**src/rtl/credit_sync_channel.sv**
```systemverilog
module credit_sync_channel #(
  parameter int DATA_W = 16,
  parameter int SIG_W  = 8,
  parameter int DDEPTH = 8,
  parameter int SDEPTH = 4,
  parameter int CRED_W = 4
) (
  input  logic              clk,
  input  logic              rst_n,
  input  logic              d_in_valid,
  input  logic [DATA_W-1:0] d_in_data,
  output logic              d_in_ready,
  input  logic              s_in_valid,
  input  logic [SIG_W-1:0]  s_in_data,
  output logic              s_in_ready,
  output logic              out_valid,
  output logic              out_is_sig,
  output logic [DATA_W-1:0] out_data,
  output logic [SIG_W-1:0]  out_sig,
  input  logic              out_ready
);
  localparam int DAW = (DDEPTH > 1) ? $clog2(DDEPTH) : 1;
  localparam int SAW = (SDEPTH > 1) ? $clog2(SDEPTH) : 1;
  localparam logic [DAW:0]      D_FULL  = (DAW+1)'(DDEPTH);
  localparam logic [SAW:0]      S_FULL  = (SAW+1)'(SDEPTH);
  localparam logic [DAW-1:0]    D_LAST  = DAW'(DDEPTH - 1);
  localparam logic [SAW-1:0]    S_LAST  = SAW'(SDEPTH - 1);
  localparam logic [CRED_W-1:0] RUN_MAX = '1;

  logic [DATA_W-1:0] dmem  [DDEPTH];
  logic [SIG_W-1:0]  spay  [SDEPTH];
  logic [CRED_W-1:0] scred [SDEPTH];
  logic [DAW-1:0]    dwr, drd;
  logic [SAW-1:0]    swr, srd;
  logic [DAW:0]      dcnt;
  logic [SAW:0]      scnt;
  logic [CRED_W-1:0] run_cnt, credit;
  logic              head_used;

  wire               sig_q    = (scnt != '0);
  wire [CRED_W-1:0]  head_c   = head_used ? '0 : scred[srd];
  wire [CRED_W-1:0]  eff      = (credit != '0) ? credit : head_c;
  wire               show_sig = sig_q && (eff == '0);

  assign out_valid  = show_sig || (dcnt != '0);
  assign out_is_sig = show_sig;
  assign out_data   = dmem[drd];
  assign out_sig    = spay[srd];
  assign d_in_ready = (dcnt != D_FULL) && (run_cnt != RUN_MAX);
  assign s_in_ready = (scnt != S_FULL);

  wire dpush = d_in_valid && d_in_ready;
  wire spush = s_in_valid && s_in_ready;
  wire dpop  = out_valid && out_ready && !show_sig;
  wire spop  = out_valid && out_ready && show_sig;

  wire [CRED_W-1:0] new_cred = sig_q
      ? run_cnt + CRED_W'(dpush)
      : CRED_W'(dcnt) - CRED_W'(dpop) + CRED_W'(dpush);

  always_ff @(posedge clk) begin
    if (dpush) dmem[dwr] <= d_in_data;
    if (spush) begin
      spay[swr]  <= s_in_data;
      scred[swr] <= new_cred;
    end
  end

  always_ff @(posedge clk) begin
    if (!rst_n) begin
      dwr <= '0; drd <= '0; dcnt <= '0;
      swr <= '0; srd <= '0; scnt <= '0;
      run_cnt <= '0; credit <= '0; head_used <= 1'b0;
    end else begin
      if (dpush) dwr <= (dwr == D_LAST) ? '0 : dwr + 1'b1;
      if (dpop)  drd <= (drd == D_LAST) ? '0 : drd + 1'b1;
      dcnt <= dcnt + (DAW+1)'(dpush) - (DAW+1)'(dpop);
      if (spush) swr <= (swr == S_LAST) ? '0 : swr + 1'b1;
      if (spop)  srd <= (srd == S_LAST) ? '0 : srd + 1'b1;
      scnt <= scnt + (SAW+1)'(spush) - (SAW+1)'(spop);
      run_cnt <= spush ? '0 : run_cnt + CRED_W'(dpush);
      if (dpop && sig_q) begin
        credit <= eff - 1'b1;
        if (credit == '0) head_used <= 1'b1;
      end
      if (spop) head_used <= 1'b0;
    end
  end
endmodule


```
**config.mk**
```make
export PLATFORM = sky130hd
export DESIGN_NAME = credit_sync_channel
export DESIGN_NICKNAME = d
export VERILOG_FILES = /design/src/rtl/credit_sync_channel.sv
export SDC_FILE = /design/constraint.sdc
export NUM_CORES = 1
export LEC_CHECK = 0
export BUFFER_PORTS_ARGS = -buffer_cell sky130_fd_sc_hd__buf_2
export CAP_MARGIN = 20
export CORE_UTILIZATION = 30
export DETAILED_ROUTE_END_ITERATION = 8
export HOLD_SLACK_MARGIN = 0.02
export PLACE_DENSITY_LB_ADDON = 0.05
export SLEW_MARGIN = 20
export SYNTH_ARGS = -nofsm -noshare
export SYNTH_HDL_FRONTEND = slang
export SYNTH_SLANG_ARGS = --single-unit
```
**constraint.sdc**
```tcl
create_clock -name clk -period 3.4 [get_ports clk]
set_input_delay 0.68 -clock clk [delete_from_list [all_inputs] [get_ports clk]]
set_output_delay 0.68 -clock clk [all_outputs]
set_load 0.1 [all_outputs]
```
==> metrics.md <==
| Metric | Value |
|---|---|
| Async SR Flop Fraction | 0% |
| Die ar. | 28,410 µm² |
| PortBufs | 56 |
| Clock sink total | 207 |
| Share of the synthesized area in the top cell type | 63.51% |
| Hold Path Class | in2reg |
| Max cap viols | 0 |
| YS warnings | 0 |
| Starting Density | 30.71% |
| Hold Buf Count CTS | 0 |
| Worst R2R Path Depth | 15 |
| Vias in the first global route | 4,609 |
| Global route overflow | 0 |
| Fin util | 37.72% |
| CTS max path bufs | 3 |
| Run status | complete, no violations |
| Vias | 4,318 |
| Design area | 10,220 µm² |
| GRT Util Overall | 12.52% |
| Total power | 9446 µW |
| EDFF count, synth | 176 |
| TritonCTS clock tree | yes |
| Power Density | 924.0 nW/µm² |
| Pins over their slew limit | 0 |
| Leading area contributor after synthesis | edfxtp_1 |
| Seq cells post-synth | 207 |
| Post-Synthesis Cells | 460 |
| Reg-to-reg endpoint | scred[2][2] |
| Hold path endpoint | spay[1][6] |
| Area grow syn2layout | 22.84% |
| Antenna violations before repair | 0 |
| H-tree Lvls | 1 |
| Core area | 27,100 µm² |
| Syn Nets | 512 |
| # DRC | 0 |
| Synth cell types | 53 |
| Detailed Route WL | 17,450 µm |
| Relative slew slack | 52.81% |
| DIE WIDTH | 168.6 µm |
| CTS clk-pin slew, worst paths | 60 ps |
| CP arrival | 2530 ps |
| Post-route ant nets | 0 |
| Setup violators final | 0 |
| Worst R2R Start | scred[0][1] |
| Main synth FF type | edfxtp_1 |
| CP Capture Type | primary output |
| Fin crit period | 3207 ps |
| I/O pin total | 57 |
| Worst slew pin tran | 701.9 ps |
| Synthesized area per cell | 18.09 µm² |
| Diode count | 0 |
| Worst Path Required | 2720 ps |
| Hold Path Depth | 1 |
| Area of the multi-input gates | 2406 µm² |
| Worst Skew | 17.32 ps |
| DIE HEIGHT | 168.6 µm |
| Vias per cell | 4.545 |
| Post-Syn Area | 8322 µm² |
| Storage element area | 5908 µm² |
| Critical path peak fanout | 4 |
| Top cells by area, synth | edfxtp_1, mux4_2, dfxtp_1 |
| HP Start | s_in_data[6] |
| R2r setup slk | 260 ps |
| Final worst-path cycle share | 94.31% |
| Half-perimeter wire length after detailed placement | 11,130 µm |
| RePlAce Congestion | 0.7510 |
| Skew-Pair Late Insertion Delay | 520 ps |
| Share of cells above drive strength 1 | 35.99% |
| Register area share after synthesis | 70.97% |
| Post-synth top cells | edfxtp_1, mux4_2, dfxtp_1 |
| Most common cell in the synthesized netlist | edfxtp_1 |
| Placed cell area | 9383 µm² |
| Setup TNS | 0 ps |
| Layout filler cell count | 2,540 |
| Row count | 60 |
| Final hold violation count | 0 |
| Drt initial violations | 187 |
| VDD IR max | 0.4864 mV |
| Setup CP Type | reg2out |
| First-pass DRT Iterations | 4 |
| Root buffer cell | clkbuf_16 |
| First-pass GRT wire length | 26,580 µm |
| Setup crit start kind | flip-flop |
| Nets | 612 |
| Avg WL per Cell | 18.37 µm |
| LEAKAGE | 0.003483 µW |
| Num CTS Buffers | 24 |
| Largest net degree at the start of global routing | 33 |
| Fmax | 0.3119 GHz |
cell families after synthesis:
family / share of synthesized area [%]
flip-flops: 70.97
AND/OR/NAND/NOR: 5.714
multiplexers: 14.13
AO/OA/AOI/OAI: 3.188
buffers and inverters: 1.624
adder cells (fa/ha/maj): 3.639
XOR/XNOR: 0.7367
worst max-delay path by stage:
stage                 from     endpoint  slack (ps)  cells after the start
3_3_place_gp   scred[0][1]  scred[3][2]         130                     15
4_1_cts        scred[0][1]    out_valid          70                      9
5_1_grt        scred[0][1]  scred[2][2]         -10                     15
6_report       scred[0][1]    out_valid         190                      9
3_5_place_dp   scred[0][1]  scred[2][2]          40                     15
2_1_floorplan    flip-flop  scred[0][2]          10                     17
flip-flops by register name, indices dropped and copies added (netlist names), 3 cells and up, named ones only:
signal / cells
drd: 3
dmem: 128
scred: 16
run_cnt: 4
dwr: 3
dcnt: 4
credit: 4
scnt: 3
spay: 32
metrics by stage:
step	setup slack, ps	std cells	hold slack (ps)
after floorplan	12.34	460	461.3
after global placement	129.1	905	490.7
after detailed placement	37.55	905	498.1
after global routing	-10.54	950	368.5
final	193.4	950	387.6
after CTS	73.99	949	360.9
cells in the final DEF, fill, tap and decap left out, types with 2 or more instances in the layout:
master / instances
nor2b_1: 3
and2_1: 4
buf_2: 54
buf_4: 31
fa_1: 2
clkbuf_8: 2
nor4_1: 2
nor4b_4: 2
clkbuf_16: 24
mux4_2: 42
nor3b_1: 5
nand2_1: 23
xnor2_1: 4
nor3_2: 3
mux2i_1: 4
and3_1: 6
or3_1: 2
clkbuf_1: 5
clkinv_1: 3
a21oi_1: 14
a21oi_2: 2
nor2_1: 16
dfxtp_2: 2
nor3_1: 3
bufinv_16: 3
inv_1: 16
dfxtp_1: 29
o21ai_0: 5
ha_1: 20
mux2_2: 16
edfxtp_1: 176
buf_12: 4
xor2_1: 2
clkinv_2: 7
nor3b_2: 2
a31oi_1: 2
nand3_1: 6
worst max-delay path, cell delays in order, from the launching register on:
cell       delay, ps
edfxtp_1         350
nor2b_1          140
a2111oi_2        320
a311o_1          190
ha_2             200
nor3b_4          190
nand2_1           90
buf_4            170
o21ai_2          170
buf_12           200
repair_timing:
action / CTS / global route
resized for setup: 1 / 9
setup endpoints to repair: 1 / 16
pin swaps: 0 / 1
endpoints found under the hold margin: 0 / 0
setup buffers: 0 / 1
power by group:
part | switching, µW | leakage (µW) | total [µW] | internal (µW)
logic | 2340 | 0.00123 | 3640 | 1300
registers | 164 | 0.00186 | 3260 | 3100
clock network | 976 | 0.000396 | 2550 | 1570
final cells by class:
cell class	count	share of cell area, %
Tap cell	372	4.553
Clock inverter	13	1.457
Sequential cell	207	57.80
Clock buffer	31	6.328
Multi-Input combinational cell	221	23.54
Timing Repair Buffer	89	5.704
Inverter	17	0.6242
layer usage:
| layer | routed length [µm] | vias up | part of all wire, % | GRT usage [%] |
|---|---|---|---|---|
| met4 | 391 | 0 | 2.2 | 3.636 |
| met1 | 7190 | 2185 | 41 | 14.65 |
| met3 | 637 | 27 | 3.7 | 2.361 |
| met5 | 0 | - | 0 | 0 |
| met2 | 9227 | 76 | 53 | 23.20 |
| li1 | - | 2030 | - | - |
(Power assumes the default switching activity.)
